**config.mk**
```make
export PLATFORM = sky130hd
export DESIGN_NAME = rtc_trim_divider
export DESIGN_NICKNAME = d
export VERILOG_FILES = /design/src/rtl/rtc_cal_pkg.sv /design/src/rtl/cal_prescale.sv /design/src/rtl/cal_second_div.sv /design/src/rtl/cal_cycle_ctrl.sv /design/src/rtl/rtc_trim_divider.sv
export SDC_FILE = /design/constraint.sdc
export NUM_CORES = 1
export LEC_CHECK = 0
export BUFFER_PORTS_ARGS = -buffer_cell sky130_fd_sc_hd__buf_2
export CORE_ASPECT_RATIO = 1.2
export CORE_UTILIZATION = 59
export DETAILED_ROUTE_END_ITERATION = 10
export PLACE_DENSITY = 0.82
export SYNTH_ARGS = -nofsm -noshare
export SYNTH_HDL_FRONTEND = slang
export SYNTH_SLANG_ARGS = --single-unit
```
**constraint.sdc**
```tcl
create_clock -name clk -period 4.8 [get_ports clk]
set_clock_uncertainty 0.2 [all_clocks]
set_input_delay 0 -clock clk [delete_from_list [all_inputs] [get_ports clk]]
set_output_delay 0 -clock clk [all_outputs]
set_load 0.01 [all_outputs]
```
**src/rtl/rtc_cal_pkg.sv**
```systemverilog
package rtc_cal_pkg;
  typedef enum logic [1:0] {
    TRIM_NONE  = 2'd0,
    TRIM_SHORT = 2'd1,
    TRIM_LONG  = 2'd2
  } trim_e;
endpackage

```
**src/rtl/cal_prescale.sv**
```systemverilog
module cal_prescale #(
  parameter int PRE_DIV = 128
) (
  input  logic clk,
  input  logic rst,
  input  logic run,
  input  logic osc_en,
  output logic sub_en
);
  localparam int PW = (PRE_DIV > 1) ? $clog2(PRE_DIV) : 1;
  localparam logic [PW-1:0] LAST = PW'(PRE_DIV - 1);

  logic [PW-1:0] cnt;

  assign sub_en = run & osc_en & (cnt == LAST);

  always_ff @(posedge clk) begin
    if (rst || !run) cnt <= '0;
    else if (osc_en) cnt <= (cnt == LAST) ? '0 : cnt + 1'b1;
  end
endmodule

```
**src/rtl/cal_second_div.sv**
```systemverilog
module cal_second_div
  import rtc_cal_pkg::*;
#(
  parameter int SEC_DIV   = 256,
  parameter int POS_STEPS = 2,
  parameter int NEG_STEPS = 1
) (
  input  logic  clk,
  input  logic  rst,
  input  logic  run,
  input  logic  sub_en,
  input  trim_e trim,
  output logic  sec_pulse
);
  localparam int TW = $clog2(SEC_DIV + NEG_STEPS);

  logic [TW-1:0] cnt;
  logic [TW-1:0] term;

  always_comb begin
    unique case (trim)
      TRIM_SHORT: term = TW'(SEC_DIV - POS_STEPS - 1);
      TRIM_LONG:  term = TW'(SEC_DIV + NEG_STEPS - 1);
      default:    term = TW'(SEC_DIV - 1);
    endcase
  end

  assign sec_pulse = sub_en & (cnt == term);

  always_ff @(posedge clk) begin
    if (rst || !run) cnt <= '0;
    else if (sub_en) cnt <= (cnt == term) ? '0 : cnt + 1'b1;
  end
endmodule

```
**src/rtl/cal_cycle_ctrl.sv**
```systemverilog
module cal_cycle_ctrl
  import rtc_cal_pkg::*;
#(
  parameter int SEC_PER_MIN   = 60,
  parameter int MIN_PER_CYCLE = 64,
  parameter int MAG_W         = 5,
  parameter int CAL_MIN_LIMIT = 62
) (
  input  logic           clk,
  input  logic           rst,
  input  logic           run,
  input  logic           sec_pulse,
  input  logic [MAG_W:0] cal_word,
  output logic           min_end,
  output trim_e          trim
);
  localparam int SW = $clog2(SEC_PER_MIN);
  localparam int MW = $clog2(MIN_PER_CYCLE);

  logic [SW-1:0] sec_idx;
  logic [MW-1:0] min_idx;
  logic [MAG_W:0] cal_lat;
  logic [MAG_W:0] span;
  logic sec_last, min_last, cyc_end, in_window;

  assign sec_last = (sec_idx == SW'(SEC_PER_MIN - 1));
  assign min_last = (min_idx == MW'(MIN_PER_CYCLE - 1));
  assign min_end  = sec_pulse & sec_last;
  assign cyc_end  = min_end & min_last;

  assign span      = {cal_lat[MAG_W-1:0], 1'b0};
  assign in_window = (32'(min_idx) < 32'(span)) &&
                     (32'(min_idx) < 32'(CAL_MIN_LIMIT));

  always_comb begin
    if (sec_idx == '0 && in_window)
      trim = cal_lat[MAG_W] ? TRIM_SHORT : TRIM_LONG;
    else
      trim = TRIM_NONE;
  end

  always_ff @(posedge clk) begin
    if (rst || !run) begin
      sec_idx <= '0;
      min_idx <= '0;
    end else if (sec_pulse) begin
      sec_idx <= sec_last ? '0 : sec_idx + 1'b1;
      if (sec_last) min_idx <= min_last ? '0 : min_idx + 1'b1;
    end
  end

  always_ff @(posedge clk) begin
    if (rst) cal_lat <= '0;
    else if (!run || cyc_end) cal_lat <= cal_word;
  end
endmodule

```
**src/rtl/rtc_trim_divider.sv**
```systemverilog
module rtc_trim_divider
  import rtc_cal_pkg::*;
#(
  parameter int PRE_DIV       = 128,
  parameter int SEC_DIV       = 256,
  parameter int POS_STEPS     = 2,
  parameter int NEG_STEPS     = 1,
  parameter int SEC_PER_MIN   = 60,
  parameter int MIN_PER_CYCLE = 64,
  parameter int MAG_W         = 5
) (
  input  logic           clk,
  input  logic           rst,
  input  logic           osc_en,
  input  logic           run,
  input  logic [MAG_W:0] cal_word,
  output logic           sec_tick,
  output logic           min_tick
);
  localparam int CAL_MIN_LIMIT = MIN_PER_CYCLE - 2;

  logic  sub_en, sec_pulse, min_end;
  trim_e trim;

  cal_prescale #(.PRE_DIV(PRE_DIV)) u_pre (
    .clk(clk), .rst(rst), .run(run), .osc_en(osc_en), .sub_en(sub_en)
  );

  cal_second_div #(
    .SEC_DIV(SEC_DIV), .POS_STEPS(POS_STEPS), .NEG_STEPS(NEG_STEPS)
  ) u_sec (
    .clk(clk), .rst(rst), .run(run), .sub_en(sub_en), .trim(trim),
    .sec_pulse(sec_pulse)
  );

  cal_cycle_ctrl #(
    .SEC_PER_MIN(SEC_PER_MIN), .MIN_PER_CYCLE(MIN_PER_CYCLE),
    .MAG_W(MAG_W), .CAL_MIN_LIMIT(CAL_MIN_LIMIT)
  ) u_ctrl (
    .clk(clk), .rst(rst), .run(run), .sec_pulse(sec_pulse),
    .cal_word(cal_word), .min_end(min_end), .trim(trim)
  );

  always_ff @(posedge clk) begin
    if (rst) begin
      sec_tick <= 1'b0;
      min_tick <= 1'b0;
    end else begin
      sec_tick <= sec_pulse;
      min_tick <= min_end;
    end
  end
endmodule

```
==> flow_summary.json <==
{
  "status": "completed",
  "grtUsageTotal": 0.294,
  "fin_tns_setup_ps": 0,
  "dpl.hpwl_microns": 2650,
  "hold_path_end": "u_pre.cnt[5]",
  "syn-num-nets": 239,
  "diodes": 0,
  "drc": 0,
  "yosysSeqAreaShare": 0.379,
  "cts.reportedPaths.clkPinSlew_ps": 110,
  "insertion_delay_ps": 350,
  "crit_arrival_ps": 3470,
  "slew_headroom": 0.310,
  "fin_nets": 272,
  "placed_area_sq_um": 1970,
  "r2r_cells": 9,
  "dieArea_sq_um": 3460,
  "total_power_w": 0.000595,
  "p_leak_nw": 0.893,
  "r2r-end": "u_ctrl.cal_lat[1]",
  "cts_max_level": 2,
  "netlist_area_sq_um": 1900,
  "place_congestion": 0.882,
  "muxShareOfSynthArea": 0.0703,
  "grt_overflow": 0,
  "start_util": 0.623,
  "setup-violations-final": 0,
  "start_kind": "flip-flop",
  "cp-end-kind": "flip-flop",
  "synth_ff_type": "dfxtp_1",
  "syn_inst": 220,
  "yosysUniqueCellTypes": 46,
  "synthArstFlopShare": 0,
  "rows": 22,
  "cts_sinks": 36,
  "die_h_microns": 64.2,
  "first_pass_iters": 4,
  "ys_ff_latch": 36,
  "root_buffer": "clkbuf_4",
  "rsz0062_at_grt": "no",
  "min_path_cells": 2,
  "die_w_microns": 53.8,
  "synthSimpleGateAreaFrac": 0.301,
  "worst-slew-pin-transition_ps": 1010,
  "grt_start_max_net_pins": 18,
  "ctsResizeCount": 0,
  "drive_above_1_share": 0.0984,
  "synth_top_family_by_area": "simple AND/OR/NAND/NOR gates",
  "synthXorXnorAreaFrac": 0.0460,
  "cap_viol_max_count": 0,
  "final_cell_area_sq_um": 2270,
  "max-vdd-ir-drop_v": 0.000186,
  "finalMaxSlewViolations": 0,
  "p_per_area_nw_per_um2": 262,
  "rrSetupSlack_ps": 1420,
  "crit_type": "reg2reg",
  "avgViaCountPerCell": 6.09,
  "fin_crit_sh": 0.703,
  "grt_pass1_vias": 1702,
  "yosysWarnings": 0,
  "drtIter0Drc": 66,
  "crit_fanout": 9,
  "fmaxAchievable_mhz": 296,
  "mostFrequentLayoutCell": "dfxtp_1",
  "fin_crit_ps": 3380,
  "hp-class": "reg2reg",
  "min_from": "u_pre.cnt[5]",
  "synth_compound_area_frac": 0.105,
  "syn_to_final_growth_pct": 19.5,
  "hold_viol": 0,
  "routed_wl_microns": 4590,
  "final_cells": 290,
  "cts_tree": "done",
  "grt_pass1_wl_microns": 7280,
  "numCtsBuffers": 5,
  "synth_edf_count": 0,
  "via_count": 1765,
  "finish.utilization": 0.744,
  "crit_required_ps": 4890,
  "core_area_sq_um": 3060,
  "wire_per_inst_microns": 15.8,
  "grt_antenna_before_repair": 0,
  "ios": 12,
  "portBuffers": 11,
  "syn_area_per_cell_sq_um": 8.65,
  "clk_path_buf_depth": 2,
  "final_cell_mix": "36 x dfxtp_1, 23 x nor2_1, 21 x dlygate4sd3_1",
  "drtAntennaViolNets": 0,
  "dpl.cell_count": 261,
  "r2r_start": "u_ctrl.cal_lat[2]",
  "synthAdderAreaFrac": 0.0592
}
[routing by layer]
metal  track usage  up-vias  wire, microns
li1              -      846              -
met1         0.297      837           1840
met2         0.532       66           2350
met3        0.0524       16            245
met4         0.168        0            160
met5             0        -              0
[stage by stage]
stage | hold slack (ps) | worst slack, ps
after floorplan | -47.8 | 2550
after global placement | 61.5 | 2030
after detailed placement | 64.5 | 1900
after CTS | 300 | 1620
after global routing | 323 | 1280
final | 298 | 1420
[critical path, stage by stage, from the launching register on]
cell	delay [ps]
dfxtp_1	350
inv_1	50
ha_1	300
a21o_1	130
a31oi_1	40
o2111ai_1	410
mux2i_2	510
o31a_1	480
mux2i_1	260
dlygate4sd3_1	580
[Yosys cell counts (2+ instances only)]
library cell,instances,area (sq um)
and3_1,6,37.5
a21oi_1,9,45.0
and4_1,3,26.3
nand4_1,4,25.0
nor3_1,4,20.0
o21ai_0,6,30.0
a21o_1,2,15.0
or4_1,3,22.5
xor2_1,6,52.6
nand2_1,19,71.3
nand2b_1,16,100
inv_1,11,41.3
dfxtp_1,36,721
o211ai_1,2,15.0
ha_1,9,113
or3_1,6,37.5
nor2_1,23,86.3
nor4b_1,2,17.5
mux2i_1,12,120
nand3_1,10,50.1
xnor2_1,4,35.0
clkbuf_1,3,11.3
[state kept, by name, summed over array words and instances (netlist names)]
name and cells:
u_sec.cnt 9, u_pre.cnt 7, u_ctrl.cal_lat 6, u_ctrl.min_idx 6
u_ctrl.sec_idx 6, min_tick 1, sec_tick 1
[power breakdown]
group | switching [W] | internal, W | leakage, nW | total (W)
sequential | 0.00000232 | 0.000302 | 0.291 | 0.000305
combinational | 0.0000208 | 0.0000245 | 0.550 | 0.0000453
clock | 0.000107 | 0.000138 | 0.0515 | 0.000245
[worst max path at each step]
stage | startpoint | slack [ps] | endpoint | depth (start not counted)
floorplan | u_ctrl.cal_lat[2] | 2550 | u_ctrl.cal_lat[0] | 9
global placement | u_ctrl.min_idx[3] | 2030 | u_sec.cnt[6] | 7
detailed placement | u_ctrl.min_idx[3] | 1900 | u_sec.cnt[2] | 7
CTS | u_ctrl.min_idx[3] | 1620 | u_ctrl.cal_lat[1] | 8
global route | u_ctrl.min_idx[3] | 1280 | u_ctrl.cal_lat[1] | 8
finish | u_ctrl.cal_lat[2] | 1420 | u_ctrl.cal_lat[1] | 9
[final cells by class]
| type | instances | area, sq um |
|---|---|---|
| clock buffers | 7 | 65.1 |
| clock inverters | 1 | 30.0 |
| fillers | 204 | 782 |
| inverters | 11 | 41.3 |
| multi-input cells | 167 | 1110 |
| flip-flops and latches | 36 | 721 |
| well taps | 36 | 45.0 |
| repair buffers | 32 | 265 |
[cell families after synthesis]
kind of cell,Yosys count
xor+xnor,10
mux,13
flops,36
buf+inv,17
fa+ha+maj,9
compound gates,30
simple gates,105
[repair_timing]
| item | 4_1_cts | 5_1_grt |
|---|---|---|
| endpoints found under the hold margin | 17 | 0 |
| hold buffers | 21 | 0 |
| buffers inserted | 0 | 0 |
Note: power is estimated with default switching activity, not from simulation.
